==> config.mk <==
export PLATFORM = sky130hd
export DESIGN_NAME = irq_sense_latch
export DESIGN_NICKNAME = d
export VERILOG_FILES = /design/src/rtl/irq_sense_pkg.sv /design/src/rtl/irq_sync.sv /design/src/rtl/irq_chan.sv /design/src/rtl/nmi_detect.sv /design/src/rtl/irq_sense_latch.sv
export SDC_FILE = /design/constraint.sdc
export NUM_CORES = 1
export LEC_CHECK = 0
export ABC_AREA = 0
export BUFFER_PORTS_ARGS = -buffer_cell sky130_fd_sc_hd__clkbuf_2
export CAP_MARGIN = 20
export CORE_ASPECT_RATIO = 1.2
export CORE_MARGIN = 8
export CORE_UTILIZATION = 45
export DETAILED_ROUTE_END_ITERATION = 10
export PLACE_DENSITY_LB_ADDON = 0.25
export SYNTH_ARGS = -nofsm -noshare
export SYNTH_HDL_FRONTEND = slang
export SYNTH_HIERARCHICAL = 1
export SYNTH_SLANG_ARGS = --single-unit
==> constraint.sdc <==
create_clock -name clk -period 2.1 [get_ports clk]
set_clock_uncertainty 0.2 [all_clocks]
set_input_delay 0.105 -clock clk [delete_from_list [all_inputs] [get_ports clk]]
set_output_delay 0.105 -clock clk [all_outputs]
set_load 0.02 [all_outputs]
==> src/rtl/irq_sense_pkg.sv <==
package irq_sense_pkg;

    typedef enum logic [1:0] {
        SENSE_LOW  = 2'b00,
        SENSE_FALL = 2'b01,
        SENSE_RISE = 2'b10,
        SENSE_HIGH = 2'b11
    } sense_mode_e;

    localparam int unsigned SYNC_DEPTH = 2;
    localparam int unsigned NMI_BLANK  = 6;
    localparam int unsigned BLANK_W    = $clog2(NMI_BLANK + 1);

    // Synchronized pin value now and one cycle earlier
    typedef struct packed {
        logic now;
        logic prev;
    } pin_view_t;

    function automatic logic is_level(sense_mode_e m);
        return (m == SENSE_LOW) || (m == SENSE_HIGH);
    endfunction

    function automatic logic level_active(sense_mode_e m, logic v);
        return (m == SENSE_HIGH) ? v : ~v;
    endfunction

    function automatic logic edge_hit(logic rising, pin_view_t p);
        return rising ? (p.now & ~p.prev) : (~p.now & p.prev);
    endfunction

endpackage

==> src/rtl/irq_sync.sv <==
module irq_sync #(
    parameter int unsigned WIDTH = 1,
    parameter int unsigned DEPTH = 2
) (
    input  logic             clk,
    input  logic             rst,
    input  logic [WIDTH-1:0] async_in,
    output logic [WIDTH-1:0] sync_now,
    output logic [WIDTH-1:0] sync_prev
);
    // stages 0..DEPTH-1 synchronize; stage DEPTH holds the previous value
    logic [WIDTH-1:0] stage [DEPTH+1];

    genvar k;
    generate
        for (k = 0; k <= DEPTH; k++) begin : g_stage
            always_ff @(posedge clk) begin
                if (rst) begin
                    stage[k] <= '0;
                end else begin
                    if (k == 0) stage[k] <= async_in;
                    else        stage[k] <= stage[(k == 0) ? 0 : k-1];
                end
            end
        end
    endgenerate

    assign sync_now  = stage[DEPTH-1];
    assign sync_prev = stage[DEPTH];
endmodule

==> src/rtl/irq_chan.sv <==
module irq_chan
    import irq_sense_pkg::*;
(
    input  logic        clk,
    input  logic        rst,
    input  sense_mode_e mode,
    input  logic        mask,
    input  pin_view_t   view,
    input  logic        accept,
    input  logic        clr,
    output logic        pend
);
    logic level_mode;
    logic hit;

    always_comb begin
        level_mode = is_level(mode);
        hit        = level_mode ? level_active(mode, view.now)
                                : edge_hit(mode == SENSE_RISE, view);
    end

    always_ff @(posedge clk) begin
        if (rst) begin
            pend <= 1'b0;
        end else if (mask) begin
            pend <= 1'b0;
        end else if (level_mode) begin
            pend <= accept ? 1'b0 : (pend | hit);
        end else begin
            pend <= hit | (pend & ~clr);
        end
    end

    AST_MASK_CLEARS: assert property (@(posedge clk) disable iff (rst)
        mask |=> !pend);

    AST_LEVEL_HOLD: assert property (@(posedge clk) disable iff (rst)
        (is_level(mode) && pend && !accept && !mask) |=> pend);

    AST_ACCEPT_RELEASE: assert property (@(posedge clk) disable iff (rst)
        (is_level(mode) && accept) |=> !pend);

    AST_EDGE_HOLD: assert property (@(posedge clk) disable iff (rst)
        (!is_level(mode) && pend && !clr && !mask) |=> pend);

    AST_EDGE_QUIET: assert property (@(posedge clk) disable iff (rst)
        (!is_level(mode) && !pend && (view.now == view.prev)) |=> !pend);
endmodule

==> src/rtl/nmi_detect.sv <==
module nmi_detect
    import irq_sense_pkg::*;
(
    input  logic      clk,
    input  logic      rst,
    input  logic      pol_we,
    input  logic      pol_wdata,
    input  pin_view_t view,
    input  logic      clr,
    output logic      pend
);
    logic               rising_q;
    logic [BLANK_W-1:0] blank_cnt;
    logic               open_win;
    logic               hit;

    always_comb begin
        open_win = (blank_cnt == '0);
        hit      = edge_hit(rising_q, view) & open_win;
    end

    always_ff @(posedge clk) begin
        if (rst) begin
            rising_q  <= 1'b0;
            blank_cnt <= '0;
            pend      <= 1'b0;
        end else begin
            if (pol_we) begin
                rising_q  <= pol_wdata;
                blank_cnt <= BLANK_W'(NMI_BLANK);
            end else if (!open_win) begin
                blank_cnt <= blank_cnt - 1'b1;
            end
            pend <= hit | (pend & ~clr);
        end
    end

    AST_BLANK_LOAD: assert property (@(posedge clk) disable iff (rst)
        pol_we |=> (blank_cnt == BLANK_W'(NMI_BLANK)));

    AST_BLANK_NO_RISE: assert property (@(posedge clk) disable iff (rst)
        (blank_cnt != '0) |=> !$rose(pend));

    AST_NMI_HOLD: assert property (@(posedge clk) disable iff (rst)
        (pend && !clr) |=> pend);
endmodule

==> src/rtl/irq_sense_latch.sv <==
module irq_sense_latch
    import irq_sense_pkg::*;
#(
    parameter int unsigned NUM_PINS = 8
) (
    input  logic                  clk,
    input  logic                  rst,
    input  logic [NUM_PINS-1:0]   irq_pin,
    input  logic                  nmi_pin,
    input  logic                  mode_we,
    input  logic [2*NUM_PINS-1:0] mode_wdata,
    input  logic                  mask_we,
    input  logic [NUM_PINS-1:0]   mask_wdata,
    input  logic                  nmi_pol_we,
    input  logic                  nmi_pol_wdata,
    input  logic                  accept,
    input  logic [NUM_PINS-1:0]   irq_clr,
    input  logic                  nmi_clr,
    output logic [NUM_PINS-1:0]   irq_req,
    output logic                  nmi_req
);
    localparam int unsigned SYNC_W = NUM_PINS + 1;

    logic [SYNC_W-1:0]   s_now;
    logic [SYNC_W-1:0]   s_prev;
    sense_mode_e         mode_q [NUM_PINS];
    logic [NUM_PINS-1:0] mask_q;

    irq_sync #(
        .WIDTH (SYNC_W),
        .DEPTH (SYNC_DEPTH)
    ) u_sync (
        .clk       (clk),
        .rst       (rst),
        .async_in  ({nmi_pin, irq_pin}),
        .sync_now  (s_now),
        .sync_prev (s_prev)
    );

    always_ff @(posedge clk) begin
        if (rst) mask_q <= '1;
        else if (mask_we) mask_q <= mask_wdata;
    end

    genvar i;
    generate
        for (i = 0; i < NUM_PINS; i++) begin : g_chan
            always_ff @(posedge clk) begin
                if (rst) mode_q[i] <= SENSE_LOW;
                else if (mode_we) mode_q[i] <= sense_mode_e'(mode_wdata[2*i +: 2]);
            end

            pin_view_t view;
            assign view = '{now: s_now[i], prev: s_prev[i]};

            irq_chan u_chan (
                .clk    (clk),
                .rst    (rst),
                .mode   (mode_q[i]),
                .mask   (mask_q[i]),
                .view   (view),
                .accept (accept),
                .clr    (irq_clr[i]),
                .pend   (irq_req[i])
            );
        end
    endgenerate

    pin_view_t nmi_view;
    assign nmi_view = '{now: s_now[NUM_PINS], prev: s_prev[NUM_PINS]};

    nmi_detect u_nmi (
        .clk       (clk),
        .rst       (rst),
        .pol_we    (nmi_pol_we),
        .pol_wdata (nmi_pol_wdata),
        .view      (nmi_view),
        .clr       (nmi_clr),
        .pend      (nmi_req)
    );

    AST_RESET_CLEAR: assert property (@(posedge clk)
        rst |=> (irq_req == '0 && !nmi_req));
endmodule

Word-level counts from Yosys, hierarchy flattened
Memory sizes are Yosys's and may differ from the RTL's.
Cells that the tools add are included.
{"block": "totals", "reg_bits": 21, "ram_bits": 43, "word_cells": 202, "memories": 2}
{"name": "u_sync.stage", "words": 3, "width": 9, "rd": 3, "rd_clocked_by_memory_dff": 0, "write_ports": 3, "line": "irq_sync.sv:12", "rtl": "logic [WIDTH-1:0] stage [DEPTH+1];"}
{"name": "mode_q", "words": 8, "width": 2, "rd": 8, "rd_clocked_by_memory_dff": 0, "write_ports": 8, "line": "irq_sense_latch.sv:26", "rtl": "sense_mode_e mode_q [NUM_PINS];"}
{"block": "op_classes", "n_addsub": 1, "eq_ne": 17, "muxes": 60, "bitwise_logic": 83, "reduce_logical": 26}
{"operator": "$mux W1", "n": 47}
{"operator": "$eq A2 B2 Y1 const B", "n": 16}
{"operator": "$and A1 B1 Y1", "n": 28}
{"operator": "$or A1 B1 Y1", "n": 28}
{"operator": "$mux W9", "n": 3}
{"operator": "$not A1 Y1", "n": 27}
{"operator": "$reduce_or A2 Y1", "n": 9}
{"operator": "$logic_not A2 Y1", "n": 8}
{"operator": "$mux W2", "n": 8}
{"operator": "$logic_or A1 B1 Y1", "n": 8}
{"operator": "$mux W3", "n": 2}
{"operator": "$logic_not A3 Y1", "n": 1}
{"operator": "$sub A3 B1 Y3 const B", "n": 1}
{"operator": "$ne A2 B2 Y1 const B", "n": 1}

Logic depth before layout (Yosys ltp)
{"block": "logic_depth", "ltp_word": 7, "mapped_depth": 5, "depth_no_buf": 5}

Cells and area by module
The synthesis kept the hierarchy.
{"mod": "irq_sense_latch", "n_inst": 1, "cells_each": 61, "area_each_um2": 914.6}
{"mod": "irq_chan", "n_inst": 8, "cells_each": 11, "area_each_um2": 106.4}
{"mod": "irq_sync", "n_inst": 1, "cells_each": 56, "area_each_um2": 749.5}
{"mod": "nmi_detect", "n_inst": 1, "cells_each": 24, "area_each_um2": 236.5}

Worst setup path after synthesis
No wires, ideal clock.
{"block": "synth_path", "path_kind": "register to register", "from": "register u_nmi.blank_cnt[0]", "to": "register u_nmi.blank_cnt[1]", "setup_time_ps": 74, "arrival_ps": 1310, "required_ps": 1826, "path_slack_ps": 515, "path_stages_with_launch": 5, "path_buffers": 0, "period_less_slack_ps": 1585, "path_cell_list": "dfxtp_1 nor2_1 ha_1 or4b_1 a31oi_1"}
{"block": "synth_between", "elab_chain_len": 3, "word_cells_on_any_way": 5, "cone_classes": "add/sub (1); eq/ne (1); mux (2); reduce/logical (1)"}
{"item": "start, declared", "line": "nmi_detect.sv:13", "rtl": "logic [BLANK_W-1:0] blank_cnt;"}
{"item": "start signal, assigned", "line": "nmi_detect.sv:30", "rtl": "blank_cnt <= BLANK_W'(NMI_BLANK);"}
{"item": "start signal, assigned", "line": "nmi_detect.sv:32", "rtl": "blank_cnt <= blank_cnt - 1'b1;"}
{"item": "$sub A3 B1 Y3", "line": "nmi_detect.sv:32"}
{"item": "$mux W3", "line": "nmi_detect.sv:31", "rtl": "end else if (!open_win) begin"}
{"item": "$mux W3", "line": "nmi_detect.sv:28", "rtl": "if (pol_we) begin"}
Several ways; a longest one is shown, not always the timed one. The select of a mux whose other input is x is not followed.
A chain may end at the register's enable or synchronous reset.

Worst setup path in the final report
Ends and elaborated chain as after synthesis.

==> results.yml <==
finish:
  fin_cells: 419
  regArea_um2: 1440
  drive_gt1_share_pct: 28.2
  nNetsFinal: 399
  multiInputGateArea_um2: 1190
  nFillCells: 527
  synthToLayoutAreaGrowth_pct: 33.6
  stdcell_area_um2: 3670
  num_antenna_cells: 0
floorplan:
  core_area_um2: 5970
  start_util_pct: 46.1
  die_height_um: 102
  io_pins: 58
  die_w_um: 87.4
  fp-row-count: 31
  die_area_um2: 8880
power_and_ir_drop:
  clkPwrFrac_pct: 37.3
  power_frac_seq_pct: 50.7
  p_comb_share_pct: 12.0
  max-vdd-ir-drop_mv: 0.395
  power.leakage_nw: 1.62
  p_per_area_nw_per_um2: 738
  switching_share_pct: 22.7
  p_int_mw: 2.10
  switchingPower_uw: 615
min_path:
  hold_path_class: "in -> reg"
  holdPathEnd: "g_chan[0].u_chan/pend"
  min_from: "accept"
  hold_depth: 3
sta:
  finalCritPeriodShare_pct: 80.7
  setup_ws_ns: 0.405
  rsz0062_at_grt: "false"
  max_freq_ghz: 0.590
  max_slew_margin_pct: 72.3
  max_slew.worst_pin.slew_ns: 0.416
  hold_violations: 0
  setup_viol: 0
  maxSlewViolCount: 0
  min_period_ns: 1.69
  tns_ns: 0
synth:
  synth_top_family_by_area: "simple AND/OR/NAND/NOR gates"
  synth_compound_area_share_pct: 11.6
  syn-cell-area_um2: 2750
  ys_ff_latch: 64
  ys_warn_count: 6
  synth_edf_count: 16
  async_flop_share_pct: 0
  synth_area_leaders: "dfxtp_1 35%, edfxtp_1 17%, ha_1 8.2%, nor2b_1 6.4%, a2111oi_1 5.8%"
  synth_simple_gate_area_share_pct: 19.8
  synth_most_common_cell: "dfxtp_1"
  synthTopCellsByCount: "48 x dfxtp_1, 28 x nor2b_1, 19 x inv_1, 18 x ha_1"
  synthXorXnorAreaFrac_pct: 2.86
  syn_inst: 229
  synth_area_leader_cell: "dfxtp_1"
  synth-adder-area-share_pct: 8.19
  yosys-mux-area-fraction_pct: 0.728
  synth.distinct_cells: 29
  synthFlopType: "dfxtp_1"
  mappedNetlistNets: 296
  synthDominantCellAreaShare_pct: 34.9
  syn_avg_cell_area_um2: 12.0
  ys_seq_area_share_pct: 52.4
placed_design:
  dp_hpwl_mm: 3.78
  placed_cell_area_um2: 3110
  numPortBuffers: 57
  dp.cells: 365
  gp_congestion: 0.683
  dp_slack_ns: 0.403
route:
  dr.first_iter.drc_count: 59
  drc: 0
  drt_first_pass_iters: 4
  via_per_inst: 4.79
  ant_nets: 0
  routed_wl_mm: 5.55
  route.detailed.wl_per_inst_um: 13.2
  vias: 2005
clocking:
  cts_root_buf: "clkbuf_8"
  cts_buffers: 9
  clock-sinks: 64
  h-tree-depth: 3
  clockBufferDepth: 2
  path_clk_slew_ns: 0.07
  clk_latency_ns: 0.33
  cts_tree: "yes"
run:
  maxCapViolations: 0
critical_path:
  arrival_ns: 1.75
  crit_path_end_kind: "register"
  rr_startpoint: "u_nmi/blank_cnt[0]"
  critPathKind: "reg -> reg"
  reg2reg_slack_ns: 0.41
  critPathMaxFanout: 6
  r2r-end: "u_nmi/blank_cnt[1]"
  reg2regPathDepth: 4
  start_kind: "register"
  crit_required_ns: 2.16
global_route:
  antenna_found_initial: 0
  grt_start_max_net_pins: 25
  grt_overflow: 0
  grt_pass1_wl_mm: 9.16
  grt.met1_usage_pct: 13.0
  grt-busiest-layer: "met2"
  grt_use_met2_pct: 25.1
  grt.total_usage_pct: 13.6
  use_met3_pct: 5.03
  grt_pass1_vias: 2101
status:
  status: "complete, no violations"
[power groups by stage]
| stage | Sequential [mW] | Clock [mW] | Combinational [mW] |
|---|---|---|---|
| after floorplan | 1.40 | 0 | 0.173 |
| after global placement | 1.40 | 0 | 0.264 |
| after detailed placement | 1.40 | 0 | 0.273 |
| after CTS | 1.38 | 1.04 | 0.330 |
| after global routing | 1.39 | 1.09 | 0.365 |
| final | 1.38 | 1.01 | 0.325 |
[through the flow]
step	utilization (%)	hold WS [ns]	total power, mW
6_report	61.5	0.0550	2.71
5_1_grt	61.5	0.0710	2.84
4_1_cts	61.5	0.0431	2.75
3_5_place_dp	52.0	0.117	1.68
3_3_place_gp	52.0	0.111	1.66
2_1_floorplan	-	-0.0259	1.57
[sequential cells by signal, summed over array words and instances, names as in the netlist]
register / flops
g_chan.u_chan/pend: 8
mask_q: 8
u_nmi/pend: 1
u_nmi/blank_cnt: 3
u_nmi/rising_q: 1
u_sync/stage: 27
mode_q: 16
[cells in the final DEF (no fill, tap or decap), types with 2 or more instances in the layout]
master          n
clkinv_2        2
and2_1         16
nor2b_1        28
a211o_1         2
nor2_1          2
dlygate4sd3_1  38
a2111oi_1      16
a211o_2         6
clkbuf_1        2
edfxtp_1       16
clkbuf_8       10
and2b_2         7
clkbuf_2       57
dfxtp_1        48
ha_1           18
o21bai_1        8
buf_4           2
nor3b_1         8
and3b_2         8
a31oi_1         2
inv_1          19
xnor2_1         8
mux2i_1         2
[final cells by class]
class,instances,share of cell area [%]
Clock buffer,12,3.95
Clock inverter,4,1.19
Inverter,19,1.94
Multi-Input combinational cell,141,32.4
Sequential cell,64,39.2
Tap cell,82,2.79
Timing Repair Buffer,97,18.5
[layer usage]
layer	share of wire [%]	vias to the layer above
met2	52	41
met1	41	945
met4	1.5	0
li1	-	1010
met5	0	-
met3	5.1	9
[critical path: stages, from the launching register on]
cell and delay [ns]:
dfxtp_1 0.38, nor2_1 0.08, ha_1 0.28, or4b_1 0.51, a31oi_1 0.17
[worst max path at each step]
stage,startpoint,end,cells after the start
4_1_cts,u_nmi/blank_cnt[0],u_nmi/blank_cnt[1],4
5_1_grt,u_nmi/blank_cnt[0],u_nmi/blank_cnt[1],4
3_3_place_gp,u_nmi/blank_cnt[0],u_nmi/blank_cnt[1],4
6_report,u_nmi/blank_cnt[0],u_nmi/blank_cnt[1],4
3_5_place_dp,u_nmi/blank_cnt[0],u_nmi/blank_cnt[1],4
2_1_floorplan,u_nmi/blank_cnt[0],u_nmi/blank_cnt[1],4
[cell families (layout without fill, tap and decap cells)]
logic type / Yosys count / after routing
muxes: 2 / 2
adders and majority gates: 18 / 18
buffers and inverters: 24 / 132
DFF: 64 / 64
AOI/OAI and AO/OA: 36 / 36
xor gates and xnor gates: 9 / 9
and+or+nand+nor: 76 / 76
[repair_timing]
item                                   in CTS  in global routing
endpoints found under the hold margin      39                  0
hold buffers                               38                  0
resized for setup                           0                  0
buffers inserted                            0                  0
Power figures use the tool's default switching activity.
